===== src/rtl/nand_seq_pkg.sv =====
package nand_seq_pkg;

   localparam int unsigned BYTE_W      = 8;
   localparam int unsigned ADDR_CYCLES = 5;

   typedef enum logic [1:0] {
      OP_CMD   = 2'd0,
      OP_ADDR  = 2'd1,
      OP_WRITE = 2'd2,
      OP_READ  = 2'd3
   } nand_op_e;

   typedef enum logic [1:0] {
      PH_IDLE  = 2'd0,
      PH_SETUP = 2'd1,
      PH_LOW   = 2'd2,
      PH_HIGH  = 2'd3
   } nand_phase_e;

   function automatic int unsigned max_u(input int unsigned a, input int unsigned b);
      return (a > b) ? a : b;
   endfunction

endpackage


===== src/rtl/nand_seq_timer.sv =====
module nand_seq_timer #(
   parameter int unsigned CNT_W = 4
) (
   input  logic             clk,
   input  logic             rst_n,
   input  logic             load,
   input  logic [CNT_W-1:0] load_val,
   output logic             expired
);

   logic [CNT_W-1:0] cnt_q;

   always_ff @(posedge clk) begin
      if (!rst_n) begin
         cnt_q <= '0;
      end else if (load) begin
         cnt_q <= load_val;
      end else if (cnt_q != '0) begin
         cnt_q <= cnt_q - 1'b1;
      end
   end

   assign expired = (cnt_q == '0);

endmodule


===== src/rtl/nand_seq_ctrl.sv =====
module nand_seq_ctrl
   import nand_seq_pkg::*;
#(
   parameter int unsigned LEN_W     = 8,
   parameter int unsigned CNT_W     = 4,
   parameter int unsigned SETUP_CYC = 1,
   parameter int unsigned WE_LOW    = 1,
   parameter int unsigned WE_HIGH   = 1,
   parameter int unsigned RE_LOW    = 1,
   parameter int unsigned RE_HIGH   = 1
) (
   input  logic              clk,
   input  logic              rst_n,
   input  logic              req_valid,
   input  nand_op_e          req_op,
   input  logic [LEN_W-1:0]  req_len,
   input  logic              tmr_expired,
   output logic              req_ready,
   output nand_phase_e       phase,
   output nand_op_e          op_q,
   output logic              tmr_load,
   output logic [CNT_W-1:0]  tmr_val,
   output logic              accept,
   output logic              advance,
   output logic              capture,
   output logic              done
);

   localparam logic [CNT_W-1:0] SETUP_LD  = CNT_W'(SETUP_CYC - 1);
   localparam logic [CNT_W-1:0] WE_LO_LD  = CNT_W'(WE_LOW - 1);
   localparam logic [CNT_W-1:0] WE_HI_LD  = CNT_W'(WE_HIGH - 1);
   localparam logic [CNT_W-1:0] RE_LO_LD  = CNT_W'(RE_LOW - 1);
   localparam logic [CNT_W-1:0] RE_HI_LD  = CNT_W'(RE_HIGH - 1);
   localparam logic [LEN_W-1:0] ADDR_LAST = LEN_W'(ADDR_CYCLES - 1);

   nand_phase_e      phase_d;
   logic [LEN_W-1:0] byte_q;
   logic [LEN_W-1:0] last_q;
   logic             is_rd;
   logic             last_byte;
   logic             finish;
   logic [CNT_W-1:0] lo_ld;
   logic [CNT_W-1:0] hi_ld;

   assign is_rd     = (op_q == OP_READ);
   assign lo_ld     = is_rd ? RE_LO_LD : WE_LO_LD;
   assign hi_ld     = is_rd ? RE_HI_LD : WE_HI_LD;
   assign last_byte = (byte_q == last_q);
   assign req_ready = (phase == PH_IDLE);
   assign accept    = req_ready && req_valid;
   assign advance   = (phase == PH_HIGH) && tmr_expired && !last_byte;
   assign finish    = (phase == PH_HIGH) && tmr_expired && last_byte;
   assign capture   = (phase == PH_LOW) && tmr_expired && is_rd;

   always_comb begin
      phase_d  = phase;
      tmr_load = 1'b0;
      tmr_val  = '0;
      case (phase)
         PH_IDLE: begin
            if (req_valid) begin
               phase_d  = PH_SETUP;
               tmr_load = 1'b1;
               tmr_val  = SETUP_LD;
            end
         end
         PH_SETUP: begin
            if (tmr_expired) begin
               phase_d  = PH_LOW;
               tmr_load = 1'b1;
               tmr_val  = lo_ld;
            end
         end
         PH_LOW: begin
            if (tmr_expired) begin
               phase_d  = PH_HIGH;
               tmr_load = 1'b1;
               tmr_val  = hi_ld;
            end
         end
         PH_HIGH: begin
            if (tmr_expired) begin
               if (last_byte) begin
                  phase_d = PH_IDLE;
               end else begin
                  phase_d  = PH_LOW;
                  tmr_load = 1'b1;
                  tmr_val  = lo_ld;
               end
            end
         end
         default: phase_d = PH_IDLE;
      endcase
   end

   always_ff @(posedge clk) begin
      if (!rst_n) begin
         phase  <= PH_IDLE;
         op_q   <= OP_CMD;
         byte_q <= '0;
         last_q <= '0;
         done   <= 1'b0;
      end else begin
         phase <= phase_d;
         done  <= finish;
         if (accept) begin
            op_q   <= req_op;
            byte_q <= '0;
            case (req_op)
               OP_CMD:  last_q <= '0;
               OP_ADDR: last_q <= ADDR_LAST;
               default: last_q <= req_len;
            endcase
         end else if (advance) begin
            byte_q <= byte_q + 1'b1;
         end
      end
   end

endmodule


===== src/rtl/nand_seq_dp.sv =====
module nand_seq_dp
   import nand_seq_pkg::*;
#(
   parameter int unsigned ADDR_W = BYTE_W * ADDR_CYCLES
) (
   input  logic              clk,
   input  logic              rst_n,
   input  logic              accept,
   input  logic              advance,
   input  logic              capture,
   input  nand_op_e          req_op,
   input  nand_op_e          op_q,
   input  logic [BYTE_W-1:0] req_cmd,
   input  logic [ADDR_W-1:0] req_addr,
   input  logic [BYTE_W-1:0] wr_data,
   input  logic [BYTE_W-1:0] dq_i,
   output logic [BYTE_W-1:0] dq_o,
   output logic              wr_pop,
   output logic [BYTE_W-1:0] rd_data,
   output logic              rd_valid
);

   logic [ADDR_W-1:0] addr_q;

   assign wr_pop = (accept && (req_op == OP_WRITE)) ||
                   (advance && (op_q == OP_WRITE));

   always_ff @(posedge clk) begin
      if (!rst_n) begin
         addr_q <= '0;
         dq_o   <= '0;
      end else if (accept) begin
         addr_q <= req_addr;
         case (req_op)
            OP_CMD:   dq_o <= req_cmd;
            OP_ADDR:  dq_o <= req_addr[BYTE_W-1:0];
            OP_WRITE: dq_o <= wr_data;
            default:  dq_o <= dq_o;
         endcase
      end else if (advance) begin
         if (op_q == OP_ADDR) begin
            addr_q <= addr_q >> BYTE_W;
            dq_o   <= addr_q[2*BYTE_W-1:BYTE_W];
         end else if (op_q == OP_WRITE) begin
            dq_o   <= wr_data;
         end
      end
   end

   always_ff @(posedge clk) begin
      if (!rst_n) begin
         rd_data  <= '0;
         rd_valid <= 1'b0;
      end else begin
         rd_valid <= capture;
         if (capture) begin
            rd_data <= dq_i;
         end
      end
   end

endmodule


===== src/rtl/nand_bus_seq.sv =====
module nand_bus_seq
   import nand_seq_pkg::*;
#(
   parameter int unsigned LEN_W     = 8,
   parameter int unsigned SETUP_CYC = 1,
   parameter int unsigned WE_LOW    = 2,
   parameter int unsigned WE_HIGH   = 2,
   parameter int unsigned RE_LOW    = 2,
   parameter int unsigned RE_HIGH   = 2
) (
   input  logic                          clk,
   input  logic                          rst_n,
   input  logic                          req_valid,
   output logic                          req_ready,
   input  logic [1:0]                    req_op,
   input  logic [7:0]                    req_cmd,
   input  logic [8*ADDR_CYCLES-1:0]      req_addr,
   input  logic [LEN_W-1:0]              req_len,
   input  logic [7:0]                    wr_data,
   output logic                          wr_pop,
   output logic [7:0]                    rd_data,
   output logic                          rd_valid,
   output logic                          done,
   output logic                          nand_ce_n,
   output logic                          nand_cle,
   output logic                          nand_ale,
   output logic                          nand_we_n,
   output logic                          nand_re_n,
   output logic [7:0]                    nand_dq_o,
   output logic                          nand_dq_oe,
   input  logic [7:0]                    nand_dq_i
);

   localparam int unsigned ADDR_W  = BYTE_W * ADDR_CYCLES;
   localparam int unsigned MAX_PH  = max_u(max_u(max_u(WE_LOW, WE_HIGH),
                                                 max_u(RE_LOW, RE_HIGH)), SETUP_CYC);
   localparam int unsigned CNT_W   = max_u(1, $clog2(MAX_PH));

   if (SETUP_CYC < 1 || WE_LOW < 1 || WE_HIGH < 1 || RE_LOW < 1 || RE_HIGH < 1) begin : g_bad_timing
      $error("nand_bus_seq: every phase width must be at least one clock");
   end
   if (LEN_W < 3) begin : g_bad_len
      $error("nand_bus_seq: LEN_W must hold the address cycle count");
   end

   nand_op_e    op_in;
   nand_op_e    op_q;
   nand_phase_e phase;
   logic        tmr_load;
   logic [CNT_W-1:0] tmr_val;
   logic        tmr_expired;
   logic        accept;
   logic        advance;
   logic        capture;
   logic        active;

   assign op_in = nand_op_e'(req_op);

   nand_seq_timer #(.CNT_W(CNT_W)) i_timer (
      .clk      (clk),
      .rst_n    (rst_n),
      .load     (tmr_load),
      .load_val (tmr_val),
      .expired  (tmr_expired)
   );

   nand_seq_ctrl #(
      .LEN_W     (LEN_W),
      .CNT_W     (CNT_W),
      .SETUP_CYC (SETUP_CYC),
      .WE_LOW    (WE_LOW),
      .WE_HIGH   (WE_HIGH),
      .RE_LOW    (RE_LOW),
      .RE_HIGH   (RE_HIGH)
   ) i_ctrl (
      .clk         (clk),
      .rst_n       (rst_n),
      .req_valid   (req_valid),
      .req_op      (op_in),
      .req_len     (req_len),
      .tmr_expired (tmr_expired),
      .req_ready   (req_ready),
      .phase       (phase),
      .op_q        (op_q),
      .tmr_load    (tmr_load),
      .tmr_val     (tmr_val),
      .accept      (accept),
      .advance     (advance),
      .capture     (capture),
      .done        (done)
   );

   nand_seq_dp #(.ADDR_W(ADDR_W)) i_dp (
      .clk      (clk),
      .rst_n    (rst_n),
      .accept   (accept),
      .advance  (advance),
      .capture  (capture),
      .req_op   (op_in),
      .op_q     (op_q),
      .req_cmd  (req_cmd),
      .req_addr (req_addr),
      .wr_data  (wr_data),
      .dq_i     (nand_dq_i),
      .dq_o     (nand_dq_o),
      .wr_pop   (wr_pop),
      .rd_data  (rd_data),
      .rd_valid (rd_valid)
   );

   // Bus line decode: every term comes straight from two state registers.
   assign active     = (phase != PH_IDLE);
   assign nand_ce_n  = !active;
   assign nand_cle   = active && (op_q == OP_CMD);
   assign nand_ale   = active && (op_q == OP_ADDR);
   assign nand_we_n  = !((phase == PH_LOW) && (op_q != OP_READ));
   assign nand_re_n  = !((phase == PH_LOW) && (op_q == OP_READ));
   assign nand_dq_oe = active && (op_q != OP_READ);

endmodule


===== config.mk =====
export PLATFORM = sky130hd
export DESIGN_NAME = nand_bus_seq
export DESIGN_NICKNAME = d
export VERILOG_FILES = /design/src/rtl/nand_seq_pkg.sv /design/src/rtl/nand_seq_timer.sv /design/src/rtl/nand_seq_ctrl.sv /design/src/rtl/nand_seq_dp.sv /design/src/rtl/nand_bus_seq.sv
export SDC_FILE = /design/constraint.sdc
export NUM_CORES = 1
export LEC_CHECK = 0
export ABC_AREA = 1
export BUFFER_PORTS_ARGS = -buffer_cell sky130_fd_sc_hd__buf_2
export CAP_MARGIN = 20
export CORE_ASPECT_RATIO = 1.1
export CORE_MARGIN = 2
export CORE_UTILIZATION = 33
export CTS_CLUSTER_SIZE = 12
export DETAILED_ROUTE_END_ITERATION = 6
export GPL_ROUTABILITY_DRIVEN = 0
export SLEW_MARGIN = 20
export SYNTH_ARGS = -nofsm -noshare
export SYNTH_HDL_FRONTEND = slang
export SYNTH_SLANG_ARGS = --single-unit

===== constraint.sdc =====
create_clock -name clk -period 2.6 [get_ports clk]
set_clock_uncertainty 0.1 [all_clocks]
set_input_delay 0.13 -clock clk [delete_from_list [all_inputs] [get_ports clk]]
set_output_delay 0.13 -clock clk [all_outputs]
set_load 0.03 [all_outputs]

# Yosys cells after proc, flatten, opt, wreduce, memory -nomap -nowiden
# Cells that the tools add are included.
# Widths: inputs -> output; s select.
[totals]
register_bits = 79
latch_bits = 0
mem_bits_rw = 0
romBits = 0
inputBits = 77
out_inout_bits = 26
wordCells = 82
memories = 0
[classes]
n_addsub = 2
multipliers = 0
n_div = 0
n_lt_le_gt_ge = 0
n_eq_ne = 15
n_shift = 0
mux = 23
n_bitwise = 2
reduce_logical = 30
[op_table]
columns = ["op", "count"]
rows = [
  ["$mux 40", 3],
  ["$mux 8", 4],
  ["$pmux 8 s3", 1],
  ["$pmux 8 s2", 1],
  ["$logic_and 1x1->1", 13],
  ["$eq 2x2->1 const B", 5],
  ["$mux 2", 5],
  ["$ne 2x2->1 const B", 5],
  ["$add 8x1->8 const B", 1],
  ["$eq 8x8->1", 1],
  ["$pmux 2 s4", 1],
  ["$eq 2x1->1 const B", 3],
  ["$logic_not 2->1", 3],
  ["$mux 1", 6],
  ["$pmux 1 s3", 2],
  ["$reduce_bool 2->1", 3],
  ["$logic_not 1->1", 4],
  ["$ne 4x4->1 const B", 1],
  ["$reduce_and 4->1", 1],
  ["$reduce_or 2->1", 2],
  ["$reduce_and 3->1", 1],
  ["$reduce_bool 3->1", 1],
  ["$not 1->1", 2],
  ["$reduce_and 2->1", 1],
  ["2 further kinds", 2],
]

# Depth between registers and ports, before layout
[depth]
ltp_word = 5
depth_mapped = 13

# Modules after synthesis
# Synthesis repeated with hierarchy kept, for this count alone.
[hier_totals]
cells_unflattened = 609
hier_area_um2 = 3958.8
[by_module_without_submodules]
columns = ["mod", "n_inst", "cells_each", "area_each_um2", "seq_area_each_um2"]
rows = [
  ["nand_seq_dp", 1, 418, 2682.6, 980.9],
  ["nand_seq_ctrl", 1, 172, 1183.6, 420.4],
  ["nand_bus_seq", 1, 14, 55.1, 0.0],
  ["nand_seq_timer", 1, 5, 37.5, 20.0],
]

# Worst setup path before layout
# OpenSTA, ideal clock, no wires.
[synth_path]
path_type = "reg-to-output"
start = "register i_ctrl.phase[1]"
end = "output port wr_pop"
arrival_ns = 1.954
path_slack_ns = 0.416
path_stages_with_launch = 7
path_cell_list = "dfxtp_1 ha_1 inv_1 nor2_1 nand2_2 buf_2 o31ai_1"
[synth_via]
elab_chain_cells = 5
[synth_rtl]
columns = ["element", "line", "source"]
rows = [
  ["start: declaration", "nand_seq_ctrl.sv:19", "output nand_phase_e phase,"],
  ["start signal: assignment", "nand_seq_ctrl.sv:104", "phase <= phase_d;"],
  ["$eq 2x2->1", "nand_seq_ctrl.sv:51", "assign advance = (phase == PH_HIGH) && tmr_expired && !last_byte;"],
  ["$logic_and 1x1->1 (2 in a row)", "nand_seq_ctrl.sv:51", ""],
  ["$logic_and 1x1->1", "nand_seq_dp.sv:26", "(advance && (op_q == OP_WRITE));"],
  ["$logic_or 1x1->1 (*)", "nand_seq_dp.sv:25", "assign wr_pop = (accept && (req_op == OP_WRITE)) ||"],
  ["end: declaration", "nand_bus_seq.sv:20", "output logic wr_pop,"],
]
# Mark *: on every way between the ends. The rest lies on a longest branch, timed or not.

# Worst setup path after layout
[layout_path]
start = "register i_ctrl.phase[1]"
end = "register i_dp.addr_q[39]"
[layout_via]
elab_chain_cells = 5
[layout_rtl]
columns = ["element", "line", "source"]
rows = [
  ["$eq 2x2->1", "nand_seq_ctrl.sv:51", ""],
  ["$logic_and 1x1->1 (2 in a row)", "nand_seq_ctrl.sv:51", ""],
  ["$reduce_bool 2->1 (no source line)", "n/a", ""],
  ["$reduce_and 2->1 (no source line)", "n/a", ""],
  ["end signal: assignment", "nand_seq_dp.sv:33", "addr_q <= req_addr;"],
  ["end signal: assignment", "nand_seq_dp.sv:42", "addr_q <= addr_q >> BYTE_W;"],
  ["end: declaration", "nand_seq_dp.sv:23", "logic [ADDR_W-1:0] addr_q;"],
]
# Parallel ways exist; a longest one is shown, timed or not.
# A chain may end at the register's enable or synchronous reset.

==> results by group <==
STA
  • Relative slew slack: 0.569
  • Final Hold Viols: 0
  • Setup Viol. Count Final: 0
  • Crit path time final: 2.33 ns
  • RSZ-0062 raised after global routing: false
  • TNS Setup: 0 ns
  • Worst Tran Pin Value: 0.647 ns
  • Period Utilization, post-route: 0.896
  • F_max: 0.429 GHz
  • Final Max Tran Viols: 0

Synth
  • Synth Area per Inst: 6.49 um^2
  • Post-synth net total: 684
  • YS warnings: 0
  • Seq cells post-synth: 71
  • Post-synth ARST share: 0
  • Top FF cell, synth: dfxtp_1
  • Mapped Area: 3880 um^2
  • Post-synth EDFFs: 0
  • Mapped Cells: 598
  • Seq/Total Area, Yosys: 0.366
  • Yosys cell types: 30

Critical path
  • Critical Path Fanout Max: 65
  • FF-to-FF Start: i_ctrl.phase[1]
  • Crit path required time: 2.72 ns
  • Setup crit end kind: flip-flop
  • End of the worst register-to-register path: i_dp.addr_q[39]
  • Crit. Startpoint: i_ctrl.phase[1]
  • Setup crit end: i_dp.addr_q[39]
  • Worst r2r path cells: 8
  • Register-to-register setup slack: 0.27 ns
  • WS Path Type: reg2reg
  • CP Data Arrival Time: 2.44 ns
  • Startpoint Class: flip-flop

Route
  • WL final: 10.7 mm
  • Antenna-violating nets left: 0
  • # DRC: 0
  • Vias per cell: 4.75
  • First-pass DRT Iterations: 5
  • Avg WL per Cell: 12.4 um
  • Drt initial violations: 184
  • Vias: 4,106

Clock tree
  • Number of CTS-inserted buffers: 9
  • Skew-Pair Late Insertion Delay: 0.32 ns
  • Post-cts resize count: 0
  • Post-CTS Setup Inserts: 0
  • Root Buffer: clkbuf_16
  • Clk sinks: 71
  • Max Root-Sink Buffers: 2
  • H-tree Lvls: 3
  • CTS tree: done
  • Clock transition at path regs: 0.06 ns

Global routing
  • All-layer global routing usage: 0.172
  • Initial antenna violation count: 0
  • Total gr overflow: 0
  • Largest net degree at the start of global routing: 66
  • Wire length of the first global-routing pass: 18.0 mm
  • Vias in the first global route: 3,940

Power
  • Total power: 4.58 mW
  • Power density cells: 912 nW/um^2
  • Maximum vdd drop: 0.000646 V
  • P_leak: 2.44 nW

Place
  • DP Wirelength: 7.52 mm
  • PortBufs: 102

Cells and area
  • Most frequent cells in the layout: nand2_1 (178), buf_2 (102), dfxtp_1 (71)
  • Final #Nets: 795
  • Antenna diode count: 0
  • Number of fill cells: 1,249
  • Share of cells above drive strength 1: 0.199
  • Sequential cell area: 1420 um^2
  • Area Overhead vs Synth: 29.2%
  • Commonest non-fill, non-tap cell in the layout: nand2_1
  • Multi-input gate area: 2030 um^2

Die
  • DIE HEIGHT: 118 um
  • Row count: 41
  • Boundary pin count: 103
  • Die ar.: 12,600 um^2
  • Chip width: 107 um
  • Initial Utilization: 0.338
  • Core ar.: 11,500 um^2

Min path
  • Hold Crit Class: in2reg
  • Worst hold stages: 3

Outcome
  • Status: completed

Run
  • Max Cap Violations: 0
-- worst max-delay path, cell delays in order, from the launching register on --
cell	delay, ns
dfxtp_1	0.34
inv_1	0.12
ha_1	0.32
nand2_2	0.24
nand2_2	0.12
buf_4	0.53
nand2_2	0.23
nand3_1	0.13
nand2_1	0.07
-- repair_timing --
item,in CTS,in global routing
hold buffers,23,0
endpoints found under the hold margin,23,0
endpoints found under the setup margin,0,0
-- area by class of cell --
class | count | share of cell area
inverter | 64 | 0.0479
sequential | 71 | 0.283
clock buffer | 10 | 0.0477
clock inverter | 6 | 0.0167
multi-input combinational | 430 | 0.405
tap | 150 | 0.0374
timing repair buffer | 133 | 0.162
-- through the flow --
stage	area (um^2)	utilization	worst slack, ns	hold slack, ns	instances
2_1_floorplan	3880	-	0.416	0.140	598
3_3_place_gp	4460	0.388	0.351	0.231	825
5_1_grt	5010	0.436	0.0796	0.0408	864
6_report	5010	0.436	0.271	0.0145	864
4_1_cts	5010	0.436	0.305	0.0177	864
3_5_place_dp	4460	0.388	0.310	0.227	825
-- logic make-up after synthesis --
kind of cell | count (synthesis) | share of synthesized area
buffers and inverters | 97 | 0.111
flip-flops | 71 | 0.366
AO/OA/AOI/OAI | 94 | 0.130
XOR/XNOR | 8 | 0.0181
AND/OR/NAND/NOR | 319 | 0.346
adder cells (fa/ha/maj) | 9 | 0.0290
-- flip-flops by register name, summed over array words and instances, names as in the netlist --
register,cells
i_dp.addr_q,32
i_ctrl.byte_q,8
i_ctrl.last_q,8
i_dp.dq_o,8
i_dp.rd_data,8
i_ctrl.op_q,2
i_ctrl.phase,2
i_ctrl.done,1
i_dp.rd_valid,1
i_timer.cnt_q,1
-- cells in the mapped netlist, drive strengths merged, types with 4 or more instances --
cell type / number / area share
a21oi: 44 / 0.057
buf: 19 / 0.035
clkbuf: 14 / 0.014
dfxtp: 71 / 0.37
ha: 9 / 0.029
inv: 63 / 0.061
nand2: 184 / 0.18
nand3: 58 / 0.081
nor2: 71 / 0.073
o211ai: 8 / 0.015
o21ai: 32 / 0.041
o22ai: 7 / 0.011
xnor2: 4 / 0.0090
xor2: 4 / 0.0090
-- power breakdown --
group / switching, mW / internal, mW / total (mW) / leakage [nW]
sequential: 0.129 / 1.30 / 1.43 / 0.579
combinational: 1.23 / 0.598 / 1.83 / 1.70
clock: 0.458 / 0.862 / 1.32 / 0.162
total: 1.82 / 2.76 / 4.58 / 2.44
-- worst min path at each step --
stage                  from                to
4_1_cts          req_len[2]  i_ctrl.last_q[2]
3_3_place_gp   req_addr[39]   i_dp.addr_q[39]
3_5_place_dp   req_addr[37]   i_dp.addr_q[37]
2_1_floorplan  req_addr[32]   i_dp.addr_q[32]
5_1_grt          req_len[2]  i_ctrl.last_q[2]
6_report         req_len[2]  i_ctrl.last_q[2]
-- layer usage --
metal,up-vias,GRT usage,part of all wire
met5,-,0,0
met4,0,0.0481,0.013
met3,14,0.0271,0.055
met2,103,0.294,0.49
met1,1873,0.223,0.44
li1,2116,-,-
No activity file was read; power rests on OpenSTA's default activity.
